**config.mk**
```make
export PLATFORM = sky130hd
export DESIGN_NAME = pkt_frame_engine
export DESIGN_NICKNAME = d
export VERILOG_FILES = /design/src/rtl/frm_pkg.sv /design/src/rtl/frm_tx.sv /design/src/rtl/frm_rx.sv /design/src/rtl/pkt_frame_engine.sv
export SDC_FILE = /design/constraint.sdc
export NUM_CORES = 1
export LEC_CHECK = 0
export BUFFER_PORTS_ARGS = -buffer_cell sky130_fd_sc_hd__buf_4
export CAP_MARGIN = 15
export CORE_MARGIN = 1.5
export CORE_UTILIZATION = 50
export CTS_CLUSTER_DIAMETER = 80
export DETAILED_ROUTE_END_ITERATION = 10
export GPL_TIMING_DRIVEN = 0
export PLACE_DENSITY = 0.71
export SLEW_MARGIN = 20
export SYNTH_ARGS = -nofsm -noshare
export SYNTH_HDL_FRONTEND = slang
export SYNTH_SLANG_ARGS = --single-unit
export TNS_END_PERCENT = 10
```
**constraint.sdc**
```tcl
create_clock -name clk -period 2.82 [get_ports clk]
set_clock_uncertainty 0.15 [all_clocks]
set_input_delay 0.564 -clock clk [delete_from_list [all_inputs] [get_ports clk]]
set_output_delay 0.564 -clock clk [all_outputs]
set_load 0.02 [all_outputs]
```
**src/rtl/frm_pkg.sv**
```systemverilog
package frm_pkg;
  localparam logic [7:0] FRM_DELIM = 8'hA7;
  localparam logic [7:0] FRM_TRAIN = 8'h00;

  // reflected CRC-16 (x^16+x^12+x^5+1), one byte, LSB first
  function automatic logic [15:0] crc16_byte(input logic [15:0] c, input logic [7:0] b);
    logic [15:0] r;
    logic        fb;
    r = c;
    for (int i = 0; i < 8; i++) begin
      fb = r[0] ^ b[i];
      r  = r >> 1;
      if (fb) r = r ^ 16'h8408;
    end
    return r;
  endfunction
endpackage

```
**src/rtl/frm_tx.sv**
```systemverilog
module frm_tx import frm_pkg::*; #(
  parameter int AW   = 6,
  parameter int MAXP = 125,
  parameter int PREN = 4
) (
  input  logic                         clk,
  input  logic                         rst_n,
  input  logic                         start,
  input  logic [$clog2(MAXP+1)-1:0]    len,
  output logic [AW-1:0]                rd_addr,
  input  logic [15:0]                  rd_data,
  output logic                         valid,
  output logic [7:0]                   data,
  input  logic                         ready,
  output logic                         done
);
  localparam int LW   = $clog2(MAXP+1);
  localparam int MAXW = (MAXP-1)/2;

  typedef enum logic [2:0] {S_IDLE, S_PRE, S_DLM, S_LEN, S_PAY, S_FLO, S_FHI} st_e;
  st_e            st;
  logic [LW-1:0]  cnt, len_q;
  logic [15:0]    crc_q;
  logic           fire;

  assign valid   = (st != S_IDLE);
  assign fire    = valid && ready;
  assign rd_addr = AW'(cnt >> 1);

  always_comb begin
    case (st)
      S_PRE:   data = FRM_TRAIN;
      S_DLM:   data = FRM_DELIM;
      S_LEN:   data = 8'(len_q) + 8'd2;
      S_PAY:   data = cnt[0] ? rd_data[15:8] : rd_data[7:0];
      S_FLO:   data = crc_q[7:0];
      S_FHI:   data = crc_q[15:8];
      default: data = 8'h00;
    endcase
  end

  always_ff @(posedge clk or negedge rst_n) begin
    if (!rst_n) begin
      st <= S_IDLE; cnt <= '0; len_q <= '0; crc_q <= '0; done <= 1'b0;
    end else begin
      done <= 1'b0;
      case (st)
        S_IDLE: if (start && len <= LW'(MAXP)) begin
          len_q <= len; cnt <= '0; crc_q <= '0; st <= S_PRE;
        end
        S_PRE: if (fire) begin
          if (cnt == LW'(PREN-1)) begin cnt <= '0; st <= S_DLM; end
          else cnt <= cnt + 1'b1;
        end
        S_DLM: if (fire) st <= S_LEN;
        S_LEN: if (fire) begin
          cnt <= '0;
          st  <= (len_q == '0) ? S_FLO : S_PAY;
        end
        S_PAY: if (fire) begin
          crc_q <= crc16_byte(crc_q, data);
          if (cnt == LW'(len_q - 1'b1)) st <= S_FLO;
          else cnt <= cnt + 1'b1;
        end
        S_FLO: if (fire) st <= S_FHI;
        S_FHI: if (fire) begin st <= S_IDLE; done <= 1'b1; end
        default: st <= S_IDLE;
      endcase
    end
  end

  // offered byte holds under back-pressure
  a_r4_hold: assert property (@(posedge clk) disable iff (!rst_n)
    valid && !ready |=> valid && $stable(data));
  // completion is a single-cycle pulse with the stream idle
  a_r5_done_pulse: assert property (@(posedge clk) disable iff (!rst_n)
    done |-> !valid ##1 !done);
  // payload reads stay inside the buffer
  a_r2_addr_range: assert property (@(posedge clk) disable iff (!rst_n)
    (st == S_PAY) |-> rd_addr <= AW'(MAXW));
endmodule

```
**src/rtl/frm_rx.sv**
```systemverilog
module frm_rx import frm_pkg::*; #(
  parameter int AW   = 6,
  parameter int MAXP = 125
) (
  input  logic                         clk,
  input  logic                         rst_n,
  input  logic                         valid,
  input  logic [7:0]                   data,
  output logic                         ready,
  output logic                         wr_en,
  output logic [AW-1:0]                wr_addr,
  output logic [15:0]                  wr_data,
  output logic                         done,
  output logic                         crc_ok,
  output logic [$clog2(MAXP+1)-1:0]    len_out
);
  localparam int LW   = $clog2(MAXP+1);
  localparam int MAXW = (MAXP-1)/2;

  typedef enum logic [2:0] {R_HUNT, R_LEN, R_PAY, R_FLO, R_FHI} st_e;
  st_e            st;
  logic [LW-1:0]  cnt, len_q;
  logic [15:0]    crc_q;
  logic [7:0]     lo_hold, fcs_lo;
  logic           last;

  assign ready = 1'b1;
  assign last  = (cnt == LW'(len_q - 1'b1));

  always_ff @(posedge clk or negedge rst_n) begin
    if (!rst_n) begin
      st <= R_HUNT; cnt <= '0; len_q <= '0; crc_q <= '0;
      lo_hold <= '0; fcs_lo <= '0;
      wr_en <= 1'b0; wr_addr <= '0; wr_data <= '0;
      done <= 1'b0; crc_ok <= 1'b0; len_out <= '0;
    end else begin
      wr_en <= 1'b0;
      done  <= 1'b0;
      if (valid) begin
        case (st)
          R_HUNT: if (data == FRM_DELIM) st <= R_LEN;
          R_LEN: begin
            if (data >= 8'd2 && data <= 8'(MAXP+2)) begin
              len_q <= LW'(data - 8'd2);
              cnt   <= '0;
              crc_q <= '0;
              st    <= (data == 8'd2) ? R_FLO : R_PAY;
            end else begin
              st <= R_HUNT;
            end
          end
          R_PAY: begin
            crc_q <= crc16_byte(crc_q, data);
            if (!cnt[0]) lo_hold <= data;
            if (cnt[0]) begin
              wr_en <= 1'b1; wr_addr <= AW'(cnt >> 1); wr_data <= {data, lo_hold};
            end else if (last) begin
              wr_en <= 1'b1; wr_addr <= AW'(cnt >> 1); wr_data <= {8'h00, data};
            end
            if (last) st <= R_FLO;
            else cnt <= cnt + 1'b1;
          end
          R_FLO: begin fcs_lo <= data; st <= R_FHI; end
          R_FHI: begin
            done    <= 1'b1;
            crc_ok  <= ({data, fcs_lo} == crc_q);
            len_out <= len_q;
            st      <= R_HUNT;
          end
          default: st <= R_HUNT;
        endcase
      end
    end
  end

  // writes stay inside the buffer
  a_r9_wr_range: assert property (@(posedge clk) disable iff (!rst_n)
    wr_en |-> wr_addr <= AW'(MAXW));
  // completion is a single-cycle pulse
  a_r10_done_pulse: assert property (@(posedge clk) disable iff (!rst_n)
    done |=> !done);
  // result and length only change together with completion
  a_r10_result_hold: assert property (@(posedge clk) disable iff (!rst_n)
    !done |=> $stable(len_out) || done);
  // receiver never stalls
  a_r11_ready: assert property (@(posedge clk) disable iff (!rst_n) ready);
endmodule

```
**src/rtl/pkt_frame_engine.sv**
```systemverilog
module pkt_frame_engine #(
  parameter int AW   = 6,
  parameter int MAXP = 125,
  parameter int PREN = 4
) (
  input  logic                       clk,
  input  logic                       rst_n,
  input  logic                       tx_start,
  input  logic [$clog2(MAXP+1)-1:0]  tx_len,
  output logic [AW-1:0]              tx_rd_addr,
  input  logic [15:0]                tx_rd_data,
  output logic                       tx_valid,
  output logic [7:0]                 tx_data,
  input  logic                       tx_ready,
  output logic                       tx_done,
  input  logic                       rx_valid,
  input  logic [7:0]                 rx_data,
  output logic                       rx_ready,
  output logic                       rx_wr_en,
  output logic [AW-1:0]              rx_wr_addr,
  output logic [15:0]                rx_wr_data,
  output logic                       rx_done,
  output logic                       rx_crc_ok,
  output logic [$clog2(MAXP+1)-1:0]  rx_len
);
  frm_tx #(.AW(AW), .MAXP(MAXP), .PREN(PREN)) u_tx (
    .clk(clk), .rst_n(rst_n), .start(tx_start), .len(tx_len),
    .rd_addr(tx_rd_addr), .rd_data(tx_rd_data),
    .valid(tx_valid), .data(tx_data), .ready(tx_ready), .done(tx_done));

  frm_rx #(.AW(AW), .MAXP(MAXP)) u_rx (
    .clk(clk), .rst_n(rst_n), .valid(rx_valid), .data(rx_data), .ready(rx_ready),
    .wr_en(rx_wr_en), .wr_addr(rx_wr_addr), .wr_data(rx_wr_data),
    .done(rx_done), .crc_ok(rx_crc_ok), .len_out(rx_len));
endmodule

```
==> impl_metrics.toml <==
[setup_path]
worstPathArrival_ns = 2.00
critical-path-slowest-cell = "dfrtp_1"
cp_top_family = "buffers and inverters"
worst-setup-path-type = "flip-flop to output port"
worstSetupStartpointType = "flip-flop"
path_cells = "buf_2 -> buf_2 -> buf_2 -> nand2_1 -> o21ai_0 -> buf_4"
cp_data_required_time_ns = 2.11
cpMostUsedCell = "buf_2"
path_max_fanout = 10
path_buf_inv = 4
endpoint_kind = "output port"
cp_slowest_stage_delay_ns = 0.35

[final_layout]
nFillCells = 1067
regArea_mm2 = 0.00288
insertedDiodeCount = 0
multi_input_area_mm2 = 0.00322
layout_commonest_cell = "dfrtp_1"
drive_gt1_share_pct = 21.9
nNetsFinal = 798
areaGrowthSynthToFinish_pct = 21.6
layout_common_cells = "dfrtp_1, nand2_1, buf_4"

[route]
viasPerCell = 5.60
drt-total-wl_mm = 16.1
first_pass_iters = 5
avgRoutedWirePerCell_um = 17.1
initialDrtViolationCount = 350
vias = 5255
antenna_left = 0
drcViolationCount = 0

[grt]
grt_pass1_vias = 5112
grt.overflow.total = 0
grt_pass1_wl_mm = 25.3
gr-usage-all-layers_pct = 24.7
grt_start_max_net_pins = 63
antenna_found_initial = 0

[power]
power.leakage_nw = 3.62
ir_drop_v = 0.000622
power_per_cell_area_mw_per_mm2 = 1160

[hold_path]
hp-class = "input port to flip-flop"

[yosys]
yosysWarnings = 0
ys_ff_latch = 115
syn_inst = 660
avgSynthCellArea_um2 = 9.72
synth_cell_types = 63
synth.cell_area_mm2 = 0.00642
synth.net_count = 703
seq_area_frac_synth_pct = 44.9
synth_edf_count = 0
synth-main-ff-cell = "dfrtp_1"
async_flop_share_pct = 100

[timing]
fin_crit_ns = 2.72
tightestPinTransition_ns = 1.00
slew_violations = 0
period_share_pct = 96.3
finalWorstSetupSlack_ns = 0.104
hold_violations = 0
setup_viol_count_final = 0
fmax_mhz = 368
rsz0062_at_grt = "false"
slew_headroom_pct = 32.5
setup_tns_ns = 0

[run]
drv_cap = 0

[die]
io_pins = 85
die_y_um = 116
start_util_pct = 51.1
coreArea_mm2 = 0.0126
die_area_mm2 = 0.0135
die_x_um = 116
rows = 41

[placement]
io_buffers = 74
dp_hpwl_mm = 11.6
place_ws_ns = 0.0880
place.gp.congestion = 0.949

[clocking]
cts_root_buf = "clkbuf_16"
path_clk_slew_ns = 0.05
postCtsSetupBuffers = 0
cts_buffers = 17
cts_num_sinks = 115
cts_tree = "built"
cts_max_level = 4
worstSkewPairLatency_ns = 0.42
clk_path_buf_depth = 2

[status]
status = "complete, no violations"
metal layers:
metal  GRT usage, %  routed length, um  up-vias
li1               -                  -     2474
met2           41.1               7980      202
met1           30.2               6640     2545
met4           13.3                424        0
met3           5.45               1010       34
met5              0                  0        -
worst paths after layout:
path | from | endpoint | slack, ns | depth (start not counted)
setup / recovery | u_tx.st[2] | tx_data[2] | 0.10 | 6
hold / removal | tx_len[0] | u_tx.len_q[0] | 0.22 | 3
setup reg to reg | u_tx.cnt[1] | u_tx.cnt[5] | 0.14 | 7
hold reg to reg | u_rx.wr_addr[3] | u_rx.wr_addr[3] | 0.34 | 2
max in group asynchronous | rst_n | u_tx.len_q[2] | 1.31 | 3
min in group asynchronous | rst_n | u_tx.cnt[0] | 0.53 | 2
area by class of cell:
| type | instances | share of cell area [%] |
|---|---|---|
| well taps | 172 | 2.76 |
| plain buffers | 46 | 3.21 |
| inverters | 22 | 1.06 |
| repair buffers | 76 | 7.65 |
| multi-input cells | 477 | 41.3 |
| clock inverters | 4 | 0.609 |
| flip-flops and latches | 115 | 36.9 |
| clock buffers | 26 | 6.53 |
state kept, by name, summed over array words and instances, names as in the netlist:
signal	count
u_rx.len_q	7
u_tx.len_q	7
u_tx.crc_q	16
u_rx.fcs_lo	8
u_tx.st	3
u_rx.lo_hold	8
u_rx.len_out	7
u_rx.wr_data	16
u_rx.cnt	7
u_tx.cnt	7
u_rx.done	1
u_tx.done	1
u_rx.wr_en	1
u_rx.st	3
u_rx.crc_ok	1
u_rx.wr_addr	6
u_rx.crc_q	16
kinds of logic (layout without fill, tap and decap cells):
group / after synthesis / count (layout) / synth area share, %
xor+xnor: 86 / 86 / 12.3
simple gates: 203 / 203 / 15.4
mux: 49 / 49 / 8.19
fa+ha+maj: 7 / 7 / 1.36
other cells: 1 / 1 / 0.0584
flops: 115 / 115 / 44.9
compound gates: 131 / 131 / 12.8
buf+inv: 68 / 174 / 5.07
synth_stat cells, types with 4 or more instances:
master	n	area share, %
nand4b_1	5	0.68
nor2b_1	6	0.59
clkbuf_1	17	0.99
buf_2	14	1.1
nand3_1	14	1.1
o21ai_1	20	1.6
xor2_1	30	4.1
nand2_1	94	5.5
o22ai_1	8	0.78
and3_1	6	0.59
nand4_1	10	0.98
o21ai_0	39	3.0
mux2i_1	21	3.3
a22o_1	15	2.0
nand2b_1	7	0.68
xnor2_1	53	7.2
buf_4	8	0.94
inv_1	21	1.2
buf_1	4	0.23
a21oi_1	19	1.5
mux2_2	27	4.7
a21o_1	5	0.59
nor3_1	11	0.86
ha_1	7	1.4
dfrtp_1	115	45
nor2_1	28	1.6
through the flow:
stage	hold slack (ns)	total power, mW	cell area, um2	util [%]	cells
after floorplan	0.118	5.78	6420	-	660
after global placement	0.314	6.87	7190	57.2	906
after detailed placement	0.325	7.02	7220	57.4	907
after CTS	0.206	9.10	7790	62.0	938
after global routing	0.235	9.67	7800	62.1	938
final	0.220	9.09	7800	62.1	938
what timing repair did:
action                                  4_1_cts  5_1_grt
endpoints found under the setup margin        4        3
endpoints found under the hold margin        53        0
hold buffers                                  1        0
gates resized for setup                       2        5
where the power goes:
part	internal, mW	switching [mW]	total (mW)
Sequential	2.25	0.567	2.82
Combinational	1.91	2.33	4.24
Clock	1.31	0.715	2.03
Total	5.47	3.61	9.09
tightest hold or removal path: cells and delay by family:
family / cells / cell delay [ns]
AND/OR/NAND/NOR: 1 / 0.04
buffers and inverters: 1 / 0.07
AO/OA/AOI/OAI: 1 / 0.07
Power figures use the tool's default switching activity.
